File: src/rtl/idle_exit_pkg.sv
package idle_exit_pkg;

    localparam int DEF_DLY_W = 6;
    localparam int DEF_NLAT  = 4;

    typedef enum logic [2:0] {
        ST_RUN      = 3'd0,
        ST_PARKED   = 3'd1,
        ST_GO_WAIT  = 3'd2,
        ST_ACK_WAIT = 3'd3,
        ST_RUN_WAIT = 3'd4,
        ST_REL_WAIT = 3'd5
    } seq_state_e;

    typedef struct packed {
        logic go_req;
        logic stop_clk_n;
        logic wake_blk;
    } seq_out_t;

    localparam seq_out_t SEQ_OUT_RESET = '{go_req: 1'b0, stop_clk_n: 1'b1, wake_blk: 1'b0};

    function automatic logic seq_busy(input seq_state_e st);
        return st inside {ST_GO_WAIT, ST_ACK_WAIT, ST_RUN_WAIT, ST_REL_WAIT};
    endfunction

endpackage

File: src/rtl/ies_delay_cnt.sv
module ies_delay_cnt #(
    parameter int DLY_W = idle_exit_pkg::DEF_DLY_W
) (
    input  logic             clk,
    input  logic             rst,
    input  logic             load,
    input  logic [DLY_W-1:0] load_val,
    output logic             zero
);
    logic [DLY_W-1:0] cnt;

    always_ff @(posedge clk) begin
        if (rst) begin
            cnt <= '0;
        end else if (load) begin
            cnt <= load_val;
        end else if (cnt != '0) begin
            cnt <= cnt - 1'b1;
        end
    end

    assign zero = (cnt == '0);

    // an idle counter at zero stays there and never wraps
    p_cnt_no_wrap_r9: assert property (@(posedge clk) disable iff (rst)
        (!load && zero) |=> zero);

endmodule

File: src/rtl/ies_hold_bank.sv
module ies_hold_bank #(
    parameter int NLAT     = idle_exit_pkg::DEF_NLAT,
    parameter int SMGT_IDX = 0
) (
    input  logic            clk,
    input  logic            rst,
    input  logic            latch,
    input  logic            release_all,
    output logic [NLAT-1:0] hold
);
    for (genvar i = 0; i < NLAT; i++) begin : g_line
        if (i == SMGT_IDX) begin : g_free
            assign hold[i] = 1'b0;
        end else begin : g_held
            logic h_q;
            always_ff @(posedge clk) begin
                if (rst) begin
                    h_q <= 1'b0;
                end else if (latch) begin
                    h_q <= 1'b1;
                end else if (release_all) begin
                    h_q <= 1'b0;
                end
            end
            assign hold[i] = h_q;
        end
    end

    // the system-management interrupt line never becomes held
    p_smgt_never_held_r6: assert property (@(posedge clk) disable iff (rst)
        hold[SMGT_IDX] == 1'b0);

endmodule

File: src/rtl/ies_fsm.sv
module ies_fsm
    import idle_exit_pkg::*;
#(
    parameter int DLY_W = DEF_DLY_W
) (
    input  logic             clk,
    input  logic             rst,
    input  logic             park,
    input  logic             brk,
    input  logic             ack,
    input  logic [DLY_W-1:0] go_dly,
    input  logic [DLY_W-1:0] run_dly,
    input  logic [DLY_W-1:0] rel_dly,
    input  logic             cnt_zero,
    output logic             cnt_load,
    output logic [DLY_W-1:0] cnt_val,
    output logic             latch,
    output logic             release_all,
    output seq_out_t         outs
);
    seq_state_e st;

    always_comb begin
        cnt_load    = 1'b0;
        cnt_val     = '0;
        latch       = 1'b0;
        release_all = 1'b0;
        case (st)
            ST_RUN:      latch = park;
            ST_PARKED: begin
                cnt_load = brk;
                cnt_val  = go_dly;
            end
            ST_ACK_WAIT: begin
                cnt_load = ack;
                cnt_val  = run_dly;
            end
            ST_RUN_WAIT: begin
                cnt_load = cnt_zero;
                cnt_val  = rel_dly;
            end
            ST_REL_WAIT: release_all = cnt_zero;
            default: ;
        endcase
    end

    always_ff @(posedge clk) begin
        if (rst) begin
            st   <= ST_RUN;
            outs <= SEQ_OUT_RESET;
        end else begin
            outs.go_req <= 1'b0;
            case (st)
                ST_RUN: if (park) begin
                    st              <= ST_PARKED;
                    outs.stop_clk_n <= 1'b0;
                end
                ST_PARKED: if (brk) begin
                    st <= ST_GO_WAIT;
                end
                ST_GO_WAIT: if (cnt_zero) begin
                    st            <= ST_ACK_WAIT;
                    outs.go_req   <= 1'b1;
                    outs.wake_blk <= 1'b1;
                end
                ST_ACK_WAIT: if (ack) begin
                    st <= ST_RUN_WAIT;
                end
                ST_RUN_WAIT: if (cnt_zero) begin
                    st              <= ST_REL_WAIT;
                    outs.stop_clk_n <= 1'b1;
                end
                ST_REL_WAIT: if (cnt_zero) begin
                    st            <= ST_RUN;
                    outs.wake_blk <= 1'b0;
                end
                default: st <= ST_RUN;
            endcase
        end
    end

    // the go-running request is a single-cycle pulse
    p_go_single_r3: assert property (@(posedge clk) disable iff (rst)
        outs.go_req |=> !outs.go_req);

    // the wake-block window opens together with the request
    p_block_opens_with_go_r7: assert property (@(posedge clk) disable iff (rst)
        $rose(outs.wake_blk) |-> outs.go_req);

    // stop-clock is only released inside an open wake window
    p_resume_in_window_r4: assert property (@(posedge clk) disable iff (rst)
        $rose(outs.stop_clk_n) |-> outs.wake_blk);

    // a sequence in progress never re-enters the parked state on a new park strobe
    p_no_repark_busy_r8: assert property (@(posedge clk) disable iff (rst)
        (seq_busy(st) && park) |=> (st != ST_PARKED));

endmodule

File: src/rtl/idle_exit_seq.sv
module idle_exit_seq
    import idle_exit_pkg::*;
#(
    parameter int DLY_W    = DEF_DLY_W,
    parameter int NLAT     = DEF_NLAT,
    parameter int SMGT_IDX = 0
) (
    input  logic             clk,
    input  logic             rst,
    input  logic             park_i,
    input  logic             break_i,
    input  logic             ack_i,
    input  logic [DLY_W-1:0] go_dly_i,
    input  logic [DLY_W-1:0] run_dly_i,
    input  logic [DLY_W-1:0] rel_dly_i,
    output logic             go_req_o,
    output logic             stop_clk_n_o,
    output logic             wake_blk_o,
    output logic [NLAT-1:0]  hold_o
);
    logic             cnt_load;
    logic [DLY_W-1:0] cnt_val;
    logic             cnt_zero;
    logic             latch;
    logic             release_all;
    seq_out_t         outs;

    ies_fsm #(.DLY_W(DLY_W)) u_fsm (
        .clk        (clk),
        .rst        (rst),
        .park       (park_i),
        .brk        (break_i),
        .ack        (ack_i),
        .go_dly     (go_dly_i),
        .run_dly    (run_dly_i),
        .rel_dly    (rel_dly_i),
        .cnt_zero   (cnt_zero),
        .cnt_load   (cnt_load),
        .cnt_val    (cnt_val),
        .latch      (latch),
        .release_all(release_all),
        .outs       (outs)
    );

    ies_delay_cnt #(.DLY_W(DLY_W)) u_cnt (
        .clk     (clk),
        .rst     (rst),
        .load    (cnt_load),
        .load_val(cnt_val),
        .zero    (cnt_zero)
    );

    ies_hold_bank #(.NLAT(NLAT), .SMGT_IDX(SMGT_IDX)) u_hold (
        .clk        (clk),
        .rst        (rst),
        .latch      (latch),
        .release_all(release_all),
        .hold       (hold_o)
    );

    assign go_req_o     = outs.go_req;
    assign stop_clk_n_o = outs.stop_clk_n;
    assign wake_blk_o   = outs.wake_blk;

    // reset leaves the block running with nothing outstanding
    p_reset_state_r1: assert property (@(posedge clk)
        rst |=> (stop_clk_n_o && !go_req_o && !wake_blk_o && (hold_o == '0)));

    // held lines are released only once the processor is running again
    p_release_after_resume_r5: assert property (@(posedge clk) disable iff (rst)
        $fell(|hold_o) |-> (stop_clk_n_o && !wake_blk_o));

    // parking asserts stop-clock while lines become held
    p_park_holds_r2: assert property (@(posedge clk) disable iff (rst)
        $fell(stop_clk_n_o) |-> (hold_o != '0));

endmodule

File: config.mk
export PLATFORM = sky130hd
export DESIGN_NAME = idle_exit_seq
export DESIGN_NICKNAME = d
export VERILOG_FILES = /design/src/rtl/idle_exit_pkg.sv /design/src/rtl/ies_delay_cnt.sv /design/src/rtl/ies_hold_bank.sv /design/src/rtl/ies_fsm.sv /design/src/rtl/idle_exit_seq.sv
export SDC_FILE = /design/constraint.sdc
export NUM_CORES = 1
export LEC_CHECK = 0
export BUFFER_PORTS_ARGS = -buffer_cell sky130_fd_sc_hd__buf_2
export CELL_PAD_IN_SITES_DETAIL_PLACEMENT = 0
export CELL_PAD_IN_SITES_GLOBAL_PLACEMENT = 1
export CORE_MARGIN = 2
export CORE_UTILIZATION = 25
export CTS_CLUSTER_SIZE = 16
export DETAILED_ROUTE_END_ITERATION = 10
export PLACE_DENSITY = 0.64
export SLEW_MARGIN = 30
export SYNTH_ARGS = -nofsm -noshare
export SYNTH_HDL_FRONTEND = slang
export SYNTH_SLANG_ARGS = --single-unit
File: constraint.sdc
create_clock -name clk -period 1.7 [get_ports clk]
set_input_delay 0.085 -clock clk [delete_from_list [all_inputs] [get_ports clk]]
set_output_delay 0.085 -clock clk [all_outputs]
set_load 0.02 [all_outputs]
# [After elaboration in Yosys (flattened, before gate mapping)]
# Cells that the tools add are included.
[totals] reg_bits=13 inputBits=23 output_inout_bits=7
[classes] add_sub_neg=1 n_eq_ne=11 mux=21 bitwise=1 reduce_logical=11
[ops] cell="3-bit two-way mux" count=6
[ops] cell="3-bit one-hot mux with 6 select lines" count=1
[ops] cell="6-bit one-hot mux with 3 select lines" count=1
[ops] cell="6-bit two-way mux" count=2
[ops] cell="1-bit two-way mux" count=8
[ops] cell="2-bit nonzero test" count=4
[ops] cell="3-bit by 2-bit equality test with 1-bit output, second input constant" count=2
[ops] cell="3-bit equality test, second input constant" count=2
[ops] cell="6-bit logical NOT" count=1
[ops] cell="2-bit by 1-bit != test with 1-bit output, second input constant" count=3
[ops] cell="2-bit != test, second input constant" count=3
[ops] cell="3-bit AND reduction" count=2
[ops] cell="6-bit AND reduction" count=1
[ops] cell="6-bit nonzero test" count=1
[ops] cell="6-bit by 1-bit subtractor with 6-bit output, second input constant" count=1
[ops] cell="1-bit one-hot mux with 2 select lines" count=2
[ops] cell="3-bit by 1-bit equality test with 1-bit output, second input constant" count=1
[ops] cell="3-bit logical NOT" count=1
[ops] cell="1-bit one-hot mux with 3 select lines" count=1
[ops] cell="2-bit OR reduction" count=1
[ops] cell="1-bit inverter" count=1

# [Depth between registers and ports, before layout]
# Gate-level depths: netlist of the first run.
[logic_depth] word_depth=4 ltp_mapped=6

# [Cells and area by module]
# A second synthesis of the first run with hierarchy kept.
[unflattened] cells_unflattened=125 hier_area_um2=1003.5
[by_module_without_submodules] mod="ies_fsm" n_inst=1 cells_per_inst=70 area_per_inst_um2=535.5 seq_area_each_um2=120.1
[by_module_without_submodules] mod="ies_delay_cnt" n_inst=1 cells_per_inst=46 area_per_inst_um2=395.4 seq_area_each_um2=120.1
[by_module_without_submodules] mod="ies_hold_bank" n_inst=1 cells_per_inst=9 area_per_inst_um2=72.6 seq_area_each_um2=20.0

# [Worst setup path after synthesis of the first run]
# OpenSTA, ideal clock, no wires.
[synth_timing] path_kind="flip-flop to flip-flop" start="register u_cnt.cnt[0]" end="register u_cnt.cnt[5]" arrival_ns=1.419 required_time_ns=1.612 path_slack_ns=0.193 stages_incl_launch_ff=7 n_path_buf=1 synth_period_minus_slack_ns=1.507 path_cell_list="dfxtp_1 -> inv_1 -> ha_1 -> clkbuf_1 -> and2_4 -> or3_2 -> o32ai_2"
[synth_via] elab_chain_cells=3 elab_cells_between_ends=7 cone_classes="add/sub (1); mux (3); reduce/logical (3)"
[synth_lines] item="start: declaration" line="ies_delay_cnt.sv:10" source="logic [DLY_W-1:0] cnt;"
[synth_lines] item="start signal: assignment" line="ies_delay_cnt.sv:16" source="cnt <= load_val;"
[synth_lines] item="start signal: assignment" line="ies_delay_cnt.sv:18" source="cnt <= cnt - 1'b1;"
[synth_lines] item="6-bit by 1-bit subtractor with 6-bit output / 6-bit logical NOT (equally long branches)" line="ies_delay_cnt.sv:18, ies_delay_cnt.sv:22"
[synth_lines] item="6-bit two-way mux / 1-bit one-hot mux with 3 select lines (equally long branches)" line="ies_delay_cnt.sv:17, ies_fsm.sv:28"
[synth_lines] item="6-bit two-way mux / 2-bit nonzero test (equally long branches)"
# Several ways; a longest one is shown, not always the timed one. The select of a mux whose other input is x is not followed.
# A chain may end at the register's enable or synchronous reset.

# [Final worst setup path of the first run]
[layout_timing] start="register u_fsm.st[1]" end="register u_cnt.cnt[5]"
[layout_via] elab_chain_cells=3 elab_cells_between_ends=7 cone_classes="eq/ne (3); mux (3); reduce/logical (1)"
[layout_lines] item="start: declaration" line="ies_fsm.sv:21" source="seq_state_e st;"
[layout_lines] item="start signal: assignment" line="ies_fsm.sv:49" source="st <= ST_RUN;"
[layout_lines] item="start signal: assignment" line="ies_fsm.sv:55" source="st <= ST_PARKED;"
[layout_lines] item="start signal: assignment" line="ies_fsm.sv:59" source="st <= ST_GO_WAIT;"
[layout_lines] item="3-bit equality test (tied with other cells)" line="ies_fsm.sv:28" source="case (st)"
[layout_lines] item="6-bit one-hot mux with 3 select lines / 1-bit one-hot mux with 3 select lines (equally long branches)" line="ies_fsm.sv:28"
[layout_lines] item="6-bit two-way mux / 2-bit nonzero test (equally long branches)"
# Several ways; a longest one is shown, not always the timed one.

==> flow_summary.toml, run 1 <==
[placed_design]
port-buffer-count = 28
last_weighted_congestion_value_of_the_routability_driven_placer = 0.770
detailed_place_hpwl_um = 1830
dpl-instance-area_mm2 = 0.00111

[setup_path]
timing.critical_path.cells = "buf_12 -> nor3b_4 -> and3_2 -> nor2_1 -> o32ai_2"
cp_max_fo = 11
cell_with_the_largest_stage_delay_on_the_worst_path = "sky130_fd_sc_hd__dfxtp_2"
worstSetupEndpoint = "u_cnt.cnt[5]$_SDFFE_PP0P_"
worst-setup-path-type = "register to register"
cpPeakStageDelay_ps = 380
reg2reg_depth = 5
timing.critical_path.arrival_ps = 1760
critPathTopFamily = "simple AND/OR/NAND/NOR gates"
setup.worst_path.start = "u_fsm.st[1]$_SDFFE_PP0P_"
critPathBufInv = 1
worstSetupEndpointType = "register"
worstPathRequired_ps = 1900
r2r_setup_slack_ps = 140
worst_r2r_startpoint = "u_fsm.st[1]$_SDFFE_PP0P_"
crit_path_start_kind = "register"
critical_path_depth_in_cells = 5
timing.rr.end = "u_cnt.cnt[5]$_SDFFE_PP0P_"

[grt]
grt_start_max_net_pins = 15
grt.overflow.total = 0
via_count_of_the_first_global_routing_pass = 866
first_pass_grt_wire_length_um = 3840
groute.usage.overall_pct = 11.8
antenna_violations_before_repair = 0

[synth]
synth.avg_cell_area_um2 = 8.41
synth_sequential_area_ratio_pct = 28.7
async_reset_ff_share_pct = 0
ys.flop_type = "sky130_fd_sc_hd__dfxtp_1"
synth_fp_nets = 133
synth_cells = 108
mappedNetlistArea_um2 = 908
synth_edf_count = 0
yosys_register_bits = 13
synth_warnings = 0
number_of_unique_standard_cell_types_used_by_synthesis = 37

[floorplanning]
dieWidth_um = 64.3
floorplan.die_area_mm2 = 0.00413
floorplan_core_area_mm2 = 0.00342
placement_row_count = 21
floorplan.die.height_um = 64.3
floorplan.initialDensity_pct = 26.6
boundaryPins = 30

[routing]
via_per_inst = 4.85
detailedRoute.firstIterationViolations = 38
drt-pass1-iter-count = 4
num_vias = 888
antenna_left = 0
drt-total-wl_um = 2310
route.detailed.drc = 0
routedWlPerCell_um = 12.6

[cells_and_area]
total_inserted_antenna_cells = 0
fin_area_mm2 = 0.00114
nNetsFinal = 163
share_of_final_layout_standard_cells_stronger_than_drive_strength_1_pct = 34.3
area.growth.synth_to_final_pct = 25.6

[sta]
fmax_mhz = 639
fin_worst_skew_ps = 1.98
finalHoldViolCount = 0
timing.setup.tns_ps = 0
grt_setup_unrepaired = "no"
finalSetupViolations = 0
fin_crit_share_pct = 92.0
final-max-slew-violation-count = 0
min_period_ps = 1560

[clock_tree]
clk-insertion-delay-late_ps = 280
buffer_depth_of_the_longest_clock_path = 2
cts_num_sinks = 13
clk_pin_slew_worst_paths_ps = 80
cts-root-buf = "sky130_fd_sc_hd__clkbuf_4"
cts_hold_buffers = 0
clock_tree.htree_level_count = 1
cts_inserted_buffers = 3
clock_tree_from_tritoncts = "done"
cts_setup_buffers = 0

[min_path]
timing.hold.worst.start = "ack_i"
worst_hold_path_class = "input port to register"

[power]
static-leakage-power_nw = 0.480
ir_worst_vdd_v = 0.000551
power_density_mw_per_mm2 = 1440

[run]
max_cap_violations = 0

[run_status]
outcome = "complete, no violations"
==> worst min path at each step <==
stage	endpoint	slack, ps	depth (start not counted)
global route	u_fsm.st[2]$_SDFFE_PP0P_	150	3
global placement	u_fsm.st[2]$_SDFFE_PP0P_	410	3
detailed placement	u_fsm.st[2]$_SDFFE_PP0P_	420	3
CTS	u_fsm.st[2]$_SDFFE_PP0P_	120	3
floorplan	u_fsm.outs[2]$_SDFF_PP0_	160	1
finish	u_fsm.st[2]$_SDFFE_PP0P_	130	3
==> cells by family after synthesis <==
logic type,share of synthesized area (%)
and+or+nand+nor,25.3
AOI/OAI and AO/OA,22.5
DFF,28.7
buffers and inverters,7.58
muxes,7.99
xor gates and xnor gates,4.82
adders and majority gates,2.75
other,0.413
==> flip-flops by register name, summed over array words and instances (netlist names) <==
name / cells
u_cnt.cnt: 6
u_fsm.outs: 3
u_fsm.st: 3
u_hold.g_line.g_held.h_q: 1
==> Yosys cell counts, types with 3 or more instances <==
library cell | count | area [um^2]
sky130_fd_sc_hd__a211oi_1 | 3 | 22.5
sky130_fd_sc_hd__a21oi_1 | 10 | 50.1
sky130_fd_sc_hd__buf_2 | 4 | 20.0
sky130_fd_sc_hd__buf_4 | 4 | 30.0
sky130_fd_sc_hd__dfxtp_1 | 13 | 260
sky130_fd_sc_hd__inv_1 | 3 | 11.3
sky130_fd_sc_hd__mux2i_1 | 5 | 50.1
sky130_fd_sc_hd__nand2_1 | 5 | 18.8
sky130_fd_sc_hd__nand2b_1 | 3 | 18.8
sky130_fd_sc_hd__nand3_1 | 6 | 30.0
sky130_fd_sc_hd__nor2_1 | 9 | 33.8
sky130_fd_sc_hd__nor2b_1 | 4 | 25.0
sky130_fd_sc_hd__o21ai_0 | 4 | 20.0
sky130_fd_sc_hd__o2bb2ai_1 | 3 | 26.3
sky130_fd_sc_hd__xor2_1 | 4 | 35.0
==> where the power goes <==
part / internal (mW) / switching [mW] / total, mW
clock: 0.0911 / 0.106 / 0.197
sequential: 0.398 / 0.104 / 0.502
combinational: 0.460 / 0.485 / 0.945
==> metrics by stage <==
stage	power, mW	std cells	hold slack, ps	utilization (%)	worst slack (ps)
2_1_floorplan	1.20	108	162	-	193
3_3_place_gp	1.44	179	408	32.6	145
3_5_place_dp	1.45	179	422	32.6	104
4_1_cts	1.65	183	123	33.4	87.0
5_1_grt	1.79	183	150	33.4	49.6
6_report	1.64	183	133	33.4	135
==> layer usage <==
metal  GRT usage (%)  vias to the layer above  routed length, um  part of all wire [%]
met2            20.2                       35               1080                    47
met5               0                        -                  0                     0
met1            14.1                      401               1030                    45
met3            4.58                        2                180                   7.8
li1                -                      450                  -                     -
met4            2.39                        0                 11                  0.48
==> cells in the final DEF (no fill, tap or decap), types with 2 or more instances in the layout <==
cell type | netlist | final
sky130_fd_sc_hd__buf_2 | 4 | 28
sky130_fd_sc_hd__dfxtp_1 | 13 | 12
sky130_fd_sc_hd__a21oi_1 | 10 | 10
sky130_fd_sc_hd__nor2_1 | 9 | 9
sky130_fd_sc_hd__nand3_1 | 6 | 6
sky130_fd_sc_hd__buf_4 | 4 | 6
sky130_fd_sc_hd__mux2i_1 | 5 | 5
sky130_fd_sc_hd__nand2_1 | 5 | 5
sky130_fd_sc_hd__o21ai_0 | 4 | 4
sky130_fd_sc_hd__nor2b_1 | 4 | 4
sky130_fd_sc_hd__xor2_1 | 4 | 4
sky130_fd_sc_hd__inv_1 | 3 | 3
sky130_fd_sc_hd__nand2b_1 | 3 | 3
sky130_fd_sc_hd__o2bb2ai_1 | 3 | 3
sky130_fd_sc_hd__a211oi_1 | 3 | 3
sky130_fd_sc_hd__clkbuf_4 | 0 | 3
sky130_fd_sc_hd__nor3_1 | 2 | 2
sky130_fd_sc_hd__mux2_2 | 2 | 2
sky130_fd_sc_hd__a222oi_1 | 2 | 2
sky130_fd_sc_hd__nor3b_1 | 2 | 2
sky130_fd_sc_hd__ha_1 | 2 | 2
==> layout make-up <==
type,instances,area [um^2]
repair buffers,35,205
multi-input cells,82,579
clock buffers,4,26.3
inverters,3,11.3
well taps,46,57.6
flip-flops and latches,13,262
fillers,380,2270
==> what timing repair did <==
item,in CTS,in global routing
resized for setup,0,1
endpoints found under the setup margin,0,1
endpoints found under the hold margin,0,0
==> worst min-delay path: stages <==
cell and delay, ps:
sky130_fd_sc_hd__buf_2 120, sky130_fd_sc_hd__a32oi_1 90, sky130_fd_sc_hd__nor2_1 80
Power figures use the tool's default switching activity.
==> run 2: changes to the inputs <==
Settings changed: PLACE_DENSITY 0.64 to 0.69.
==> run 2 against run 1 <==
Clock skew barely moved. Clock power about the same. Combinational power down 2.3%. Power is 1.3% lower. Clock-buffer cell count stayed put. Die area did not move. First-iteration DRC count did not move. Non-clock buffer count stayed put. Routed wire length up 0.30%. Critical path depth is the same. Critical endpoint unchanged. Largest cell class unchanged. Highest routed layer unchanged.
==> flow_summary.toml, run 2 (synthesis gave the netlist of run 1 again) <==
[run_status]
outcome = "complete, no violations"

[cells_and_area]
largest_registers = "u_cnt.cnt (6), u_fsm.outs (3), u_fsm.st (3)"
area.growth.synth_to_final_pct = 24.1
largest_register = "u_cnt.cnt"
nNetsFinal = 163
most-common-layout-cells = "28 x sky130_fd_sc_hd__buf_2, 13 x sky130_fd_sc_hd__dfxtp_1, 10 x sky130_fd_sc_hd__a21oi_1, 9 x sky130_fd_sc_hd__nor2_1, 7 x sky130_fd_sc_hd__buf_4"
total_inserted_antenna_cells = 0
largest_register_ff_count = 6
layout_commonest_cell = "sky130_fd_sc_hd__buf_2"
share_of_final_layout_standard_cells_stronger_than_drive_strength_1_pct = 33.6

[setup_path]
worst-setup-path-type = "register to register"
timing.critical_path.arrival_ps = 1770
r2r_setup_slack_ps = 120
worstSetupEndpointType = "register"
worstPathRequired_ps = 1890
crit_path_start_kind = "register"
cp_max_fo = 9

[clock_tree]
clock_tree_from_tritoncts = "done"
buffer_depth_of_the_longest_clock_path = 2
cts_num_sinks = 13
cts_setup_buffers = 0
cts.repair.resized = 0
cts-root-buf = "sky130_fd_sc_hd__clkbuf_4"
cts_inserted_buffers = 3
clk-insertion-delay-late_ps = 280
cts_hold_buffers = 0
clk_pin_slew_worst_paths_ps = 80
clock_tree.htree_level_count = 1

[grt]
busiest_layer_in_global_routing = "met2"
via_count_of_the_first_global_routing_pass = 952
grtUsageMet2_pct = 20.7
groute.usage.overall_pct = 12.7
grt.overflow.total = 0
grt_use_met1_pct = 16.2
first_pass_grt_wire_length_um = 4130
grt_start_max_net_pins = 15
grt.met3_usage_pct = 3.17
antenna_violations_before_repair = 0

[sta]
fin_worst_skew_ps = 2.18
timing.setup.tns_ps = 0
fmax_mhz = 633
fin_crit_share_pct = 93.0
min_period_ps = 1580
finalSetupViolations = 0
finalHoldViolCount = 0
grt_setup_unrepaired = "no"
final-max-slew-violation-count = 0
timing.final.ws_setup_ps = 119

[routing]
drt-pass1-iter-count = 4
drt-total-wl_um = 2320
route.detailed.drc = 0
antenna_left = 0
detailedRoute.firstIterationViolations = 38
via_per_inst = 4.92
routedWlPerCell_um = 12.7
num_vias = 901

[placed_design]
port-buffer-count = 28
post-place-ws_ps = 139
last_weighted_congestion_value_of_the_routability_driven_placer = 0.791
detailed_place_hpwl_um = 1870

[power]
power.share.clock_pct = 12.1
static-leakage-power_nw = 0.477
cellInternalPower_uw = 926
p_switching_uw = 696
power.share.switching_pct = 42.9
ir_worst_vdd_v = 0.000813
power_density_mw_per_mm2 = 1440
share_seq_of_total_power_pct = 31.1
combPwrFrac_pct = 56.9

[floorplanning]
dieWidth_um = 64.3
boundaryPins = 30
placement_row_count = 21
floorplan.die_area_mm2 = 0.00413
floorplan.initialDensity_pct = 26.6
floorplan.die.height_um = 64.3
floorplan_core_area_mm2 = 0.00342

[run]
max_cap_violations = 0

[min_path]
worst_hold_path_class = "input port to register"
run 2: cell counts in the layout (fill, tap and decap cells not counted):
Identical to the previous run, type by type.
run 2: final timing paths:
| path | startpoint | to | depth (start not counted) |
|---|---|---|---|
| max reg2reg | u_cnt.cnt[0]$_SDFFE_PP0P_ | u_cnt.cnt[5]$_SDFFE_PP0P_ | 5 |
| min reg2reg | u_hold.g_line[2].g_held.h_q$_SDFFE_PP0P_ | u_hold.g_line[2].g_held.h_q$_SDFFE_PP0P_ | 2 |
| min | ack_i | u_fsm.st[2]$_SDFFE_PP0P_ | 3 |
| max | u_cnt.cnt[0]$_SDFFE_PP0P_ | u_cnt.cnt[5]$_SDFFE_PP0P_ | 5 |
run 2: final cells by class:
class	instances	area (um^2)
fill	379	2290
multi-input combinational	82	579
sequential	13	260
timing repair buffer	35	193
tap	46	57.6
clock buffer	4	26.3
inverter	3	11.3
run 2: stage by stage:
stage / cells / hold slack [ps] / area, um^2 / util (%) / power, mW
final: 183 / 140 / 1130 / 33.0 / 1.62
after global routing: 183 / 155 / 1130 / 33.0 / 1.79
after detailed placement: 179 / 426 / 1100 / 32.2 / 1.43
after floorplan: 108 / 162 / 908 / - / 1.20
after CTS: 183 / 132 / 1130 / 33.0 / 1.64
after global placement: 179 / 426 / 1100 / 32.2 / 1.42
run 2: critical path, stage by stage, from the launching register on:
cell and delay [ps]:
sky130_fd_sc_hd__dfxtp_1 340, sky130_fd_sc_hd__inv_1 90, sky130_fd_sc_hd__ha_1 310, sky130_fd_sc_hd__and2_4 200, sky130_fd_sc_hd__or3_2 460, sky130_fd_sc_hd__o32ai_2 110
run 2: power by group through the flow:
stage | clock network [mW] | registers [mW] | logic, mW
2_1_floorplan | 0 | 0.496 | 0.707
3_5_place_dp | 0 | 0.509 | 0.924
4_1_cts | 0.205 | 0.503 | 0.930
3_3_place_gp | 0 | 0.507 | 0.912
5_1_grt | 0.224 | 0.516 | 1.05
6_report | 0.196 | 0.504 | 0.923
run 2: metal layers:
layer | vias to the layer above | part of all wire, %
met3 | 7 | 6.7
met4 | 0 | 1.6
met1 | 418 | 46
li1 | 446 | -
met5 | - | 0
met2 | 30 | 46
==> run 3: changes to the inputs <==
Settings changed: ABC_AREA set to 1, MAX_ROUTING_LAYER set to met4, PLACE_DENSITY 0.69 to 0.72.
==> run 3 against run 2 <==
Routed wire length fell by 10%. Fmax up 17%. Combinational power increased by 18%. Sequential share of layout area fell by 0.91 points. Largest power group unchanged. Non-clock buffer count fell by 7. Clock power rose by 40%. Sequential power shrank 4.4%.
==> flow_summary.toml, run 3 <==
[synth]
synth_common_cells = "48 x sky130_fd_sc_hd__nand2_1, 16 x sky130_fd_sc_hd__nor2_1, 14 x sky130_fd_sc_hd__inv_1"
synth_edf_count = 0
synth_top_cell_area_share_pct = 27.2
yosys_register_bits = 13
synth_cells = 149
async_reset_ff_share_pct = 0
synth_warnings = 0
number_of_unique_standard_cell_types_used_by_synthesis = 26
synthTopCellsByArea = "sky130_fd_sc_hd__dfxtp_1 27%, sky130_fd_sc_hd__nand2_1 19%, sky130_fd_sc_hd__nor2_1 6.3%"
synth_sequential_area_ratio_pct = 27.2
synth_top_area_cell = "sky130_fd_sc_hd__dfxtp_1"
synth_fp_nets = 174
ys.flop_type = "sky130_fd_sc_hd__dfxtp_1"
synth.avg_cell_area_um2 = 6.43
yosys.cell_count.top_type = "sky130_fd_sc_hd__nand2_1"
mappedNetlistArea_um2 = 958

[clock_tree]
cts_hold_buffers = 0
cts_inserted_buffers = 3
cts-root-buf = "sky130_fd_sc_hd__clkbuf_8"
buffer_depth_of_the_longest_clock_path = 2
clock_tree_from_tritoncts = "done"
cts_setup_buffers = 0
clk_pin_slew_worst_paths_ps = 50
cts.repair.resized = 0
clk-insertion-delay-late_ps = 240
clock_tree.htree_level_count = 1
cts_num_sinks = 13

[grt]
first_pass_grt_wire_length_um = 3730
groute.usage.overall_pct = 11.2
grt_start_max_net_pins = 9
antenna_violations_before_repair = 0
via_count_of_the_first_global_routing_pass = 900
grt.overflow.total = 0

[cells_and_area]
largest_register = "u_cnt.cnt"
largest_register_ff_count = 6
most-common-layout-cells = "48 x sky130_fd_sc_hd__nand2_1, 28 x sky130_fd_sc_hd__buf_2, 16 x sky130_fd_sc_hd__nor2_1, 14 x sky130_fd_sc_hd__inv_1, 13 x sky130_fd_sc_hd__dfxtp_1"
fin_area_mm2 = 0.00117
largest_registers = "u_cnt.cnt (6), u_fsm.outs (3), u_fsm.st (3)"
nNetsFinal = 203
total_inserted_antenna_cells = 0
layout.filler_cells = 416
layout_commonest_cell = "sky130_fd_sc_hd__nand2_1"
share_of_final_layout_standard_cells_stronger_than_drive_strength_1_pct = 31.6
area.growth.synth_to_final_pct = 22.5

[floorplanning]
dieWidth_um = 65.9
placement_row_count = 22
floorplan_core_area_mm2 = 0.00366
floorplan.initialDensity_pct = 26.2
floorplan.die_area_mm2 = 0.00434
floorplan.die.height_um = 65.9
boundaryPins = 30

[sta]
finalSetupViolations = 0
grt_setup_unrepaired = "no"
fmax_mhz = 738
finalHoldViolCount = 0
min_period_ps = 1360
final-max-slew-violation-count = 0
fin_worst_skew_ps = 3.57
timing.setup.tns_ps = 0
fin_crit_share_pct = 79.7

[routing]
drt-total-wl_um = 2070
route.detailed.drc = 0
detailedRoute.firstIterationViolations = 31
num_vias = 948
antenna_left = 0
routedWlPerCell_um = 9.21
drt-pass1-iter-count = 4
via_per_inst = 4.21

[setup_path]
timing.rr.end = "u_cnt.cnt[1]$_SDFFE_PP0P_"
crit_path_start_kind = "register"
timing.critical_path.arrival_ps = 1490
worstSetupEndpointType = "register"
worst-setup-path-type = "register to register"
cp_max_fo = 8
worst_r2r_startpoint = "u_cnt.cnt[0]$_SDFFE_PP0P_"
reg2reg_depth = 9
worstPathRequired_ps = 1830
r2r_setup_slack_ps = 340

[power]
power_density_mw_per_mm2 = 1570
ir_worst_vdd_v = 0.000380
static-leakage-power_nw = 0.630

[placed_design]
last_weighted_congestion_value_of_the_routability_driven_placer = 0.777
port-buffer-count = 28
dpl-instance-area_mm2 = 0.00113
detailed_place_hpwl_um = 1750

[min_path]
timing.hold.worst.start = "rst"
whs_endpoint = "u_cnt.cnt[1]$_SDFFE_PP0P_"
worst_hold_path_class = "input port to register"
worstHoldPathCells = 2

[run_status]
outcome = "complete, no violations"

[run]
max_cap_violations = 0
## run 3: worst max path at each step
stage	to	startpoint	depth (start not counted)	slack [ps]
3_3_place_gp	u_cnt.cnt[1]$_SDFFE_PP0P_	u_cnt.cnt[0]$_SDFFE_PP0P_	9	330
3_5_place_dp	u_cnt.cnt[1]$_SDFFE_PP0P_	u_cnt.cnt[0]$_SDFFE_PP0P_	9	340
4_1_cts	u_cnt.cnt[2]$_SDFFE_PP0P_	u_cnt.cnt[0]$_SDFFE_PP0P_	10	320
6_report	u_cnt.cnt[1]$_SDFFE_PP0P_	u_cnt.cnt[0]$_SDFFE_PP0P_	9	340
5_1_grt	u_cnt.cnt[1]$_SDFFE_PP0P_	u_fsm.st[0]$_SDFFE_PP0P_	8	180
2_1_floorplan	u_cnt.cnt[1]$_SDFFE_PP0P_	u_cnt.cnt[0]$_SDFFE_PP0P_	9	460
## run 3: logic make-up (layout without fill, tap and decap cells)
kind of cell               count (synthesis)  count (layout)  share of synthesized area (%)
DFF                                       13              13                           27.2
xor gates and xnor gates                   4               4                           3.66
AOI/OAI and AO/OA                         10              10                           6.79
adders and majority gates                  2               2                           2.61
other                                      1               1                          0.391
buffers and inverters                     25              53                           11.4
and+or+nand+nor                           94              94                           48.0
## run 3: per-layer routing
layer  part of all wire, %  up-vias  GRT usage, %
li1                      -      518             -
met1                    49      409          14.1
met2                    46       19          17.8
met3                   3.7        2          1.70
met4                   1.2        0          4.69
met5                     0        -             -
## run 3: critical path, cell delays in order (launching register included)
cell                      delay [ps]
sky130_fd_sc_hd__dfxtp_1         290
sky130_fd_sc_hd__inv_1           140
sky130_fd_sc_hd__ha_1            200
sky130_fd_sc_hd__nand2_2          90
sky130_fd_sc_hd__nor2_8          140
sky130_fd_sc_hd__nand2_4          90
sky130_fd_sc_hd__nand2_4         120
sky130_fd_sc_hd__nand2_1          60
sky130_fd_sc_hd__nand2_1          70
sky130_fd_sc_hd__a21oi_2          40
## run 3: final cells by class
| class | count | area (um^2) | share of cell area (%) |
|---|---|---|---|
| Timing Repair Buffer | 28 | 140 | 11.9 |
| Inverter | 21 | 78.8 | 6.72 |
| Sequential cell | 13 | 260 | 22.2 |
| Clock buffer | 4 | 45.0 | 3.84 |
| Tap cell | 48 | 60.1 | 5.12 |
| Multi-Input combinational cell | 111 | 589 | 50.2 |
## run 3: report_power, final
| part | internal, mW | total (mW) | switching, mW |
|---|---|---|---|
| Sequential | 0.400 | 0.482 | 0.0819 |
| Combinational | 0.414 | 1.09 | 0.674 |
| Clock | 0.165 | 0.275 | 0.110 |
## run 3: per-stage QoR
step                      setup slack [ps]  hold WS, ps  std cells  util, %  total power, mW
after floorplan                        460          147        149        -             1.39
after global placement                 327          307        221     30.8             1.60
after detailed placement               341          308        221     30.8             1.58
after CTS                              322         54.0        225     32.1             1.87
after global routing                   183         64.4        225     32.1             2.05
final                                  345         56.0        225     32.1             1.84
